$ cat src/rtl/sfx_pkg.sv
package sfx_pkg;
  localparam int AW = 3;
  localparam int DW = 8;

  localparam logic [AW-1:0] ADR_MODE = 3'd0;
  localparam logic [AW-1:0] ADR_IEN  = 3'd1;
  localparam logic [AW-1:0] ADR_STAT = 3'd2;
  localparam logic [AW-1:0] ADR_TINT = 3'd3;
  localparam logic [AW-1:0] ADR_TCTL = 3'd4;

  // cause index = interrupt-enable bit position
  localparam int NSRC    = 5;
  localparam int SRC_RXH = 0;
  localparam int SRC_TXH = 1;
  localparam int SRC_TXE = 2;
  localparam int SRC_CTO = 3;
  localparam int SRC_TMR = 4;

  // causes whose clear beats a simultaneous set
  localparam logic [NSRC-1:0] CLR_WINS = 5'b10000;

  localparam int TICKS_PER_SEC = 5000; // 0.2 ms step
endpackage

$ cat src/rtl/sfx_regs.sv
module sfx_regs
  import sfx_pkg::*;
#(
  parameter int TW = 8
) (
  input  logic            clk,
  input  logic            rst,
  input  logic [AW-1:0]   addr,
  input  logic [DW-1:0]   wdata,
  input  logic            wr,
  input  logic            rd,
  input  logic [DW-1:0]   status,
  output logic [DW-1:0]   rdata,
  output logic            lvl_mode,
  output logic            flow_en,
  output logic            ext_en,
  output logic            swap_en,
  output logic [NSRC-1:0] ien,
  output logic [TW-1:0]   interval,
  output logic            tmr_arm,
  output logic            tmr_stop,
  output logic            stat_rd,
  output logic            rx_flush,
  output logic            tx_flush,
  output logic            rx_rst_q,
  output logic            tx_rst_q
);
  logic tmr_on;
  logic [DW-1:0] rd_mux;

  assign stat_rd  = rd && (addr == ADR_STAT);
  assign rx_flush = wr && (addr == ADR_STAT) && wdata[0];
  assign tx_flush = wr && (addr == ADR_STAT) && wdata[1];
  assign tmr_arm  = wr && (addr == ADR_TCTL) && wdata[0];
  assign tmr_stop = wr && (addr == ADR_TCTL) && !wdata[0];

  always_ff @(posedge clk) begin
    if (rst) begin
      lvl_mode <= 1'b0;
      flow_en  <= 1'b0;
      ext_en   <= 1'b1;
      swap_en  <= 1'b0;
      ien      <= '0;
      interval <= '0;
      tmr_on   <= 1'b0;
      rx_rst_q <= 1'b0;
      tx_rst_q <= 1'b0;
    end else begin
      rx_rst_q <= rx_flush;
      tx_rst_q <= tx_flush;
      if (wr) begin
        case (addr)
          ADR_MODE: begin
            lvl_mode <= wdata[4];
            flow_en  <= wdata[3];
            ext_en   <= wdata[2];
            swap_en  <= wdata[0];
          end
          ADR_IEN:  ien      <= wdata[NSRC-1:0];
          ADR_TINT: interval <= wdata[TW-1:0];
          ADR_TCTL: tmr_on   <= wdata[0];
          default: ;
        endcase
      end
    end
  end

  always_comb begin
    rd_mux = '0;
    case (addr)
      ADR_MODE: rd_mux = {3'b000, lvl_mode, flow_en, ext_en, 1'b0, swap_en};
      ADR_IEN:  rd_mux = DW'(ien);
      ADR_STAT: rd_mux = status;
      ADR_TINT: rd_mux = DW'(interval);
      ADR_TCTL: rd_mux = DW'(tmr_on);
      default:  rd_mux = '0;
    endcase
  end

  always_ff @(posedge clk) begin
    if (rst)     rdata <= '0;
    else if (rd) rdata <= rd_mux;
  end
endmodule

$ cat src/rtl/sfx_timer.sv
module sfx_timer #(
  parameter int TICK_DIV = 40000,
  parameter int TW       = 8
) (
  input  logic          clk,
  input  logic          rst,
  input  logic          arm,
  input  logic          stop,
  input  logic [TW-1:0] interval,
  output logic          fire
);
  localparam int PW = (TICK_DIV > 1) ? $clog2(TICK_DIV) : 1;
  localparam logic [PW-1:0] PRE_LAST = PW'(TICK_DIV - 1);

  logic [PW-1:0] pre_q;
  logic [TW-1:0] cnt_q;
  logic          run_q;
  logic          tick;

  assign tick = (pre_q == PRE_LAST);
  assign fire = run_q && tick && (cnt_q <= TW'(1));

  always_ff @(posedge clk) begin
    if (rst) begin
      pre_q <= '0;
      cnt_q <= '0;
      run_q <= 1'b0;
    end else if (arm) begin
      pre_q <= '0;
      cnt_q <= interval;
      run_q <= 1'b1;
    end else if (stop) begin
      run_q <= 1'b0;
    end else if (run_q) begin
      pre_q <= tick ? '0 : pre_q + PW'(1);
      if (tick) cnt_q <= cnt_q - TW'(1);
      if (fire) run_q <= 1'b0;
    end
  end
endmodule

$ cat src/rtl/sfx_irq.sv
module sfx_irq
  import sfx_pkg::*;
(
  input  logic            clk,
  input  logic            rst,
  input  logic            lvl_mode,
  input  logic [NSRC-1:0] ien,
  input  logic            rx_half,
  input  logic            tx_half,
  input  logic            tx_empty,
  input  logic            cto_evt,
  input  logic            rx_pop,
  input  logic            tx_push,
  input  logic            stat_rd,
  input  logic            rx_flush,
  input  logic            tx_flush,
  input  logic            tmr_fire,
  input  logic            tmr_stop,
  output logic [NSRC-1:0] pend,
  output logic            irq
);
  logic rxh_q, txh_q, txe_q, any_q;
  logic [NSRC-1:0] set_v, clr_v, nxt;
  logic any;

  always_comb begin
    set_v = '0;
    clr_v = '0;
    set_v[SRC_RXH] = rx_half && !rxh_q;
    clr_v[SRC_RXH] = !rx_half || rx_flush;
    set_v[SRC_CTO] = cto_evt;
    clr_v[SRC_CTO] = rx_pop || stat_rd || rx_flush;
    set_v[SRC_TXE] = tx_empty && !txe_q;
    clr_v[SRC_TXE] = tx_push || stat_rd || tx_flush;
    set_v[SRC_TXH] = txh_q && !tx_half;
    clr_v[SRC_TXH] = (tx_half && !txh_q) || stat_rd || tx_flush;
    set_v[SRC_TMR] = tmr_fire;
    clr_v[SRC_TMR] = tmr_stop;
    for (int i = 0; i < NSRC; i++) begin
      if (CLR_WINS[i]) nxt[i] = clr_v[i] ? 1'b0 : (set_v[i] ? 1'b1 : pend[i]);
      else             nxt[i] = set_v[i] ? 1'b1 : (clr_v[i] ? 1'b0 : pend[i]);
    end
  end

  assign any = |(pend & ien);

  always_ff @(posedge clk) begin
    if (rst) begin
      pend  <= '0;
      rxh_q <= 1'b0;
      txh_q <= 1'b0;
      txe_q <= 1'b1;
      any_q <= 1'b0;
      irq   <= 1'b0;
    end else begin
      pend  <= nxt;
      rxh_q <= rx_half;
      txh_q <= tx_half;
      txe_q <= tx_empty;
      any_q <= any;
      irq   <= lvl_mode ? any : (any && !any_q);
    end
  end
endmodule

$ cat src/rtl/sfx_irq_ctrl.sv
module sfx_irq_ctrl
  import sfx_pkg::*;
#(
  parameter int CLK_HZ = 200_000_000,
  parameter int TW     = 8
) (
  input  logic          clk,
  input  logic          rst,
  input  logic [2:0]    reg_addr,
  input  logic [7:0]    reg_wdata,
  input  logic          reg_wr,
  input  logic          reg_rd,
  output logic [7:0]    reg_rdata,
  input  logic          rx_full,
  input  logic          rx_half,
  input  logic          rx_empty,
  input  logic          tx_full,
  input  logic          tx_half,
  input  logic          tx_empty,
  input  logic          rx_pop,
  input  logic          tx_push,
  input  logic          rx_char_tmo,
  input  logic          mcr_out1,
  input  logic          mcr_out2,
  output logic          irq,
  output logic          rx_fifo_rst,
  output logic          tx_fifo_rst,
  output logic          rx_xfer_en,
  output logic          tx_xfer_en,
  output logic          flow_auto_en,
  output logic          fifo_en,
  output logic          half_swap
);
  localparam int TICK_DIV = (CLK_HZ / TICKS_PER_SEC > 0) ? CLK_HZ / TICKS_PER_SEC : 1;

  logic            lvl_mode;
  logic [NSRC-1:0] ien;
  logic [NSRC-1:0] pend;
  logic [TW-1:0]   interval;
  logic            tmr_arm, tmr_stop, tmr_fire;
  logic            stat_rd, rx_flush, tx_flush;
  logic [DW-1:0]   status;

  assign status = {pend[SRC_TMR], pend[SRC_CTO], !rx_full, rx_half, rx_empty,
                   tx_full, tx_half, tx_empty};

  sfx_regs #(.TW(TW)) u_regs (
    .clk(clk), .rst(rst), .addr(reg_addr), .wdata(reg_wdata),
    .wr(reg_wr), .rd(reg_rd), .status(status), .rdata(reg_rdata),
    .lvl_mode(lvl_mode), .flow_en(flow_auto_en), .ext_en(fifo_en),
    .swap_en(half_swap), .ien(ien), .interval(interval),
    .tmr_arm(tmr_arm), .tmr_stop(tmr_stop), .stat_rd(stat_rd),
    .rx_flush(rx_flush), .tx_flush(tx_flush),
    .rx_rst_q(rx_fifo_rst), .tx_rst_q(tx_fifo_rst)
  );

  sfx_timer #(.TICK_DIV(TICK_DIV), .TW(TW)) u_timer (
    .clk(clk), .rst(rst), .arm(tmr_arm), .stop(tmr_stop),
    .interval(interval), .fire(tmr_fire)
  );

  sfx_irq u_irq (
    .clk(clk), .rst(rst), .lvl_mode(lvl_mode), .ien(ien),
    .rx_half(rx_half), .tx_half(tx_half), .tx_empty(tx_empty),
    .cto_evt(rx_char_tmo), .rx_pop(rx_pop), .tx_push(tx_push),
    .stat_rd(stat_rd), .rx_flush(rx_flush), .tx_flush(tx_flush),
    .tmr_fire(tmr_fire), .tmr_stop(tmr_stop), .pend(pend), .irq(irq)
  );

  always_ff @(posedge clk) begin
    if (rst) begin
      rx_xfer_en <= 1'b0;
      tx_xfer_en <= 1'b0;
    end else begin
      rx_xfer_en <= !mcr_out2;
      tx_xfer_en <= !mcr_out1;
    end
  end
endmodule

$ cat config.mk
export PLATFORM = sky130hd
export DESIGN_NAME = sfx_irq_ctrl
export DESIGN_NICKNAME = d
export VERILOG_FILES = /design/src/rtl/sfx_pkg.sv /design/src/rtl/sfx_regs.sv /design/src/rtl/sfx_timer.sv /design/src/rtl/sfx_irq.sv /design/src/rtl/sfx_irq_ctrl.sv
export SDC_FILE = /design/constraint.sdc
export NUM_CORES = 1
export LEC_CHECK = 0
export BUFFER_PORTS_ARGS = -buffer_cell sky130_fd_sc_hd__buf_2
export CAP_MARGIN = 25
export CELL_PAD_IN_SITES_DETAIL_PLACEMENT = 0
export CELL_PAD_IN_SITES_GLOBAL_PLACEMENT = 1
export CORE_ASPECT_RATIO = 0.9
export CORE_UTILIZATION = 46
export DETAILED_ROUTE_END_ITERATION = 8
export HOLD_SLACK_MARGIN = 0.12
export PLACE_DENSITY = 0.8
export SLEW_MARGIN = 20
export SYNTH_ARGS = -nofsm -noshare
export SYNTH_HDL_FRONTEND = slang
export SYNTH_SLANG_ARGS = --single-unit
$ cat constraint.sdc
create_clock -name clk -period 4.05 [get_ports clk]
set_clock_uncertainty 0.15 [all_clocks]
set_input_delay 0.2025 -clock clk [delete_from_list [all_inputs] [get_ports clk]]
set_output_delay 0.2025 -clock clk [all_outputs]
set_load 0.01 [all_outputs]
==> flow_metrics.env <==
export IMPL_path_class="primary input to register"
export IMPL_syn_nets=374
export IMPL_rrSetupSlack_ps=1710
export IMPL_fin_setup_tns_ps=0
export IMPL_synth_adder_area_share_pct=1.22
export IMPL_yosys_area_top_type="dfxtp_1"
export IMPL_min_path_type="primary input to register"
export IMPL_grt_pass1_vias=2464
export IMPL_firstDrtPassIters=4
export IMPL_endpoint="u_irq.pend[3]"
export IMPL_post_route_period_util_pct=57.8
export IMPL_yosysUniqueCellTypes=58
export IMPL_syn_area_um2=3070
export IMPL_critPathRequiredTime_ps=4090
export IMPL_vias=2744
export IMPL_status="finished, final reports clean"
export IMPL_ir_worst_vdd_mv=0.236
export IMPL_cts_tree="built"
export IMPL_cts_root_buffer="clkbuf_8"
export IMPL_ys_top_cells_by_area="dfxtp_1 (42%), a21oi_1 (5.5%), nand2_1 (3.8%), nor2_1 (3.7%), mux2i_1 (3.3%)"
export IMPL_ys_warn_count=0
export IMPL_die_y_um=79.5
export IMPL_setup_viol=0
export IMPL_gp_congestion=0.790
export IMPL_hpwl_um=5000
export IMPL_synth_xor_area_share_pct=1.43
export IMPL_cp_start_kind="primary input"
export IMPL_r2r_cells=5
export IMPL_combinationalPowerShare_pct=7.2
export IMPL_drv_slew=0
export IMPL_clkTransAtPathRegs_ps=80
export IMPL_viasPerCell=5.62
export IMPL_grt_use_total_pct=23.9
export IMPL_io_buffer_count=41
export IMPL_power_share_clock_pct=47.3
export IMPL_drv_cap=0
export IMPL_relSlewSlack_pct=39.0
export IMPL_timing_fmax_mhz=427
export IMPL_startpoint="reg_addr[2]"
export IMPL_r2r_start="u_timer.pre_q[0]"
export IMPL_n_fill_cell=591
export IMPL_synthMuxAreaShare_pct=6.92
export IMPL_synth_top_family_by_area="simple AND/OR/NAND/NOR gates"
export IMPL_path_max_fanout=9
export IMPL_min_path_cells=3
export IMPL_htree_levels=3
export IMPL_leakagePower_uw=0.00133
export IMPL_coreArea_um2=6280
export IMPL_grt_max_degree=51
export IMPL_synth_enable_flop_cells=0
export IMPL_finalNetCount=425
export IMPL_ys_seq_area_share_pct=42.3
export IMPL_synth_flop_cell="dfxtp_1"
export IMPL_num_rows=27
export IMPL_synthToLayoutAreaGrowth_pct=21.2
export IMPL_globalRouteOverflowTotal=0
export IMPL_die_area_um2=7010
export IMPL_final_setup_worst_slack_ps=1710
export IMPL_grt_pass1_wl_um=12700
export IMPL_critical_path_arrival_ps=2380
export IMPL_p_int_uw=1130
export IMPL_drc_errors=0
export IMPL_crit_path_end_kind="register"
export IMPL_fin_crit_ps=2340
export IMPL_synth_compound_area_share_pct=17.5
export IMPL_numClockSinks=65
export IMPL_hold_start="reg_wdata[0]"
export IMPL_rsz0062_at_grt="no"
export IMPL_cts_buffer_depth=2
export IMPL_yosys_register_bits=65
export IMPL_switching_share_pct=22.3
export IMPL_ant_nets=0
export IMPL_synth_simple_area_share_pct=26.2
export IMPL_routedWlPerCell_um=15.6
export IMPL_pre_cts_ws_ps=1740
export IMPL_clock_latency_ps=340
export IMPL_drt_iter0_drc=158
export IMPL_io_pins=42
export IMPL_timing_rr_end="u_timer.pre_q[3]"
export IMPL_power_density_nw_per_um2=389
export IMPL_antenna_found_initial=0
export IMPL_p_seq_share_pct=45.5
export IMPL_drive_above_1_share_pct=18.5
export IMPL_antenna_cells=0
export IMPL_worstMarginPinSlew_ps=915
export IMPL_avgSynthCellArea_um2=8.91
export IMPL_finalHoldViolations=0
export IMPL_switchingPower_uw=322
export IMPL_syn_inst=345
export IMPL_start_util_pct=48.9
export IMPL_die_w_um=88.2
export IMPL_cts_buffers_inserted=9
export IMPL_drt_wl_total_um=7610
export IMPL_synth_top_area_share_pct=42.3
export IMPL_async_flop_share_pct=0
-- worst min-delay path by stage --
stage,slack (ps),to
finish,150,u_regs.interval[0]
global route,170,u_regs.tx_rst_q
CTS,120,u_regs.interval[0]
detailed placement,210,rx_xfer_en
global placement,200,rx_xfer_en
floorplan,120,rx_xfer_en
-- cells in the final DEF (no fill, tap or decap), types with 2 or more instances in the layout --
master,count
o21bai_1,2
nor3_2,2
clkbuf_8,10
a211oi_1,2
ha_1,3
nor2b_1,10
bufinv_16,3
xnor2_1,2
nand4_1,8
mux4_2,4
nand2_1,31
and4_1,4
o31ai_1,7
nand2b_1,10
dfxtp_1,65
mux2_2,2
or4_1,4
dlygate4sd3_1,19
or3_1,9
nor4b_1,4
and3_1,5
nor4_1,2
a21boi_0,5
mux2i_1,10
inv_1,8
o21ai_0,9
clkinv_4,2
xor2_1,3
a31oi_1,6
buf_2,41
o211ai_1,5
nand3_1,13
a211o_1,2
a21oi_1,34
nor3_1,2
nor2_1,30
o2111ai_1,2
-- final cells by class --
cell class,count,area (um^2),share of cell area (%)
multi-input combinational,252,1640,43.9
sequential,65,1300,34.9
timing repair buffer,60,395,10.6
clock buffer,10,138,3.69
clock inverter,6,115,3.09
tap,87,109,2.92
inverter,8,30.0,0.806
-- cells by family after synthesis --
kind of cell,after synthesis
muxes,16
xor gates and xnor gates,5
DFF,65
AOI/OAI and AO/OA,84
buffers and inverters,28
adders and majority gates,3
and+or+nand+nor,144
-- cells in the mapped netlist, types with 5 or more instances --
library cell,n
nand2b_1,10
dfxtp_1,65
nor2b_1,10
o31ai_1,7
buf_2,5
and3_1,5
nand3_1,13
a31oi_1,6
inv_1,8
nand2_1,31
o211ai_1,5
clkbuf_1,9
mux2i_1,10
o21ai_0,9
nor2_1,30
nand4_1,8
a21boi_0,5
a21oi_1,34
or3_1,9
-- routing by layer --
| metal | part of all wire, % | vias to the layer above | track usage [%] |
|---|---|---|---|
| li1 | - | 1371 | - |
| met3 | 4.8 | 11 | 5.38 |
| met1 | 51 | 1288 | 36.6 |
| met4 | 1.5 | 0 | 7.90 |
| met5 | 0 | - | 0 |
| met2 | 42 | 74 | 32.6 |
-- metrics by stage --
stage	hold WS [ps]	instance area (um^2)	power (uW)	util, %	instances
2_1_floorplan	119	3070	732	-	345
3_3_place_gp	204	3280	763	52.2	453
3_5_place_dp	205	3280	763	52.2	453
4_1_cts	125	3720	1460	59.3	488
5_1_grt	167	3720	1510	59.3	488
6_report	147	3720	1450	59.3	488
-- registers in the layout, indices dropped and copies added, names as in the netlist, 5 cells and up --
register / count
u_regs.interval: 8
u_irq.pend: 5
u_regs.rdata: 8
u_timer.cnt_q: 8
u_regs.ien: 5
u_timer.pre_q: 16
-- worst max-delay path, stage by stage --
cell           delay, ps
dlygate4sd3_1        550
buf_2                200
nand2b_1             270
or3_1                380
a31oi_1              160
dlygate4sd3_1        570
nor2_1                40
-- power by group through the flow --
stage | Sequential, uW | Combinational (uW) | Clock [uW]
2_1_floorplan | 672 | 59.9 | 0
3_3_place_gp | 673 | 89.5 | 0
3_5_place_dp | 673 | 89.9 | 0
4_1_cts | 658 | 104 | 700
5_1_grt | 660 | 115 | 733
6_report | 659 | 105 | 685
-- what timing repair did --
action / CTS / global route
setup buffers: 0 / 0
hold endpoints to repair: 27 / 0
gates resized for setup: 0 / 0
hold buffers: 19 / 0
No activity file was read; power rests on OpenSTA's default activity.
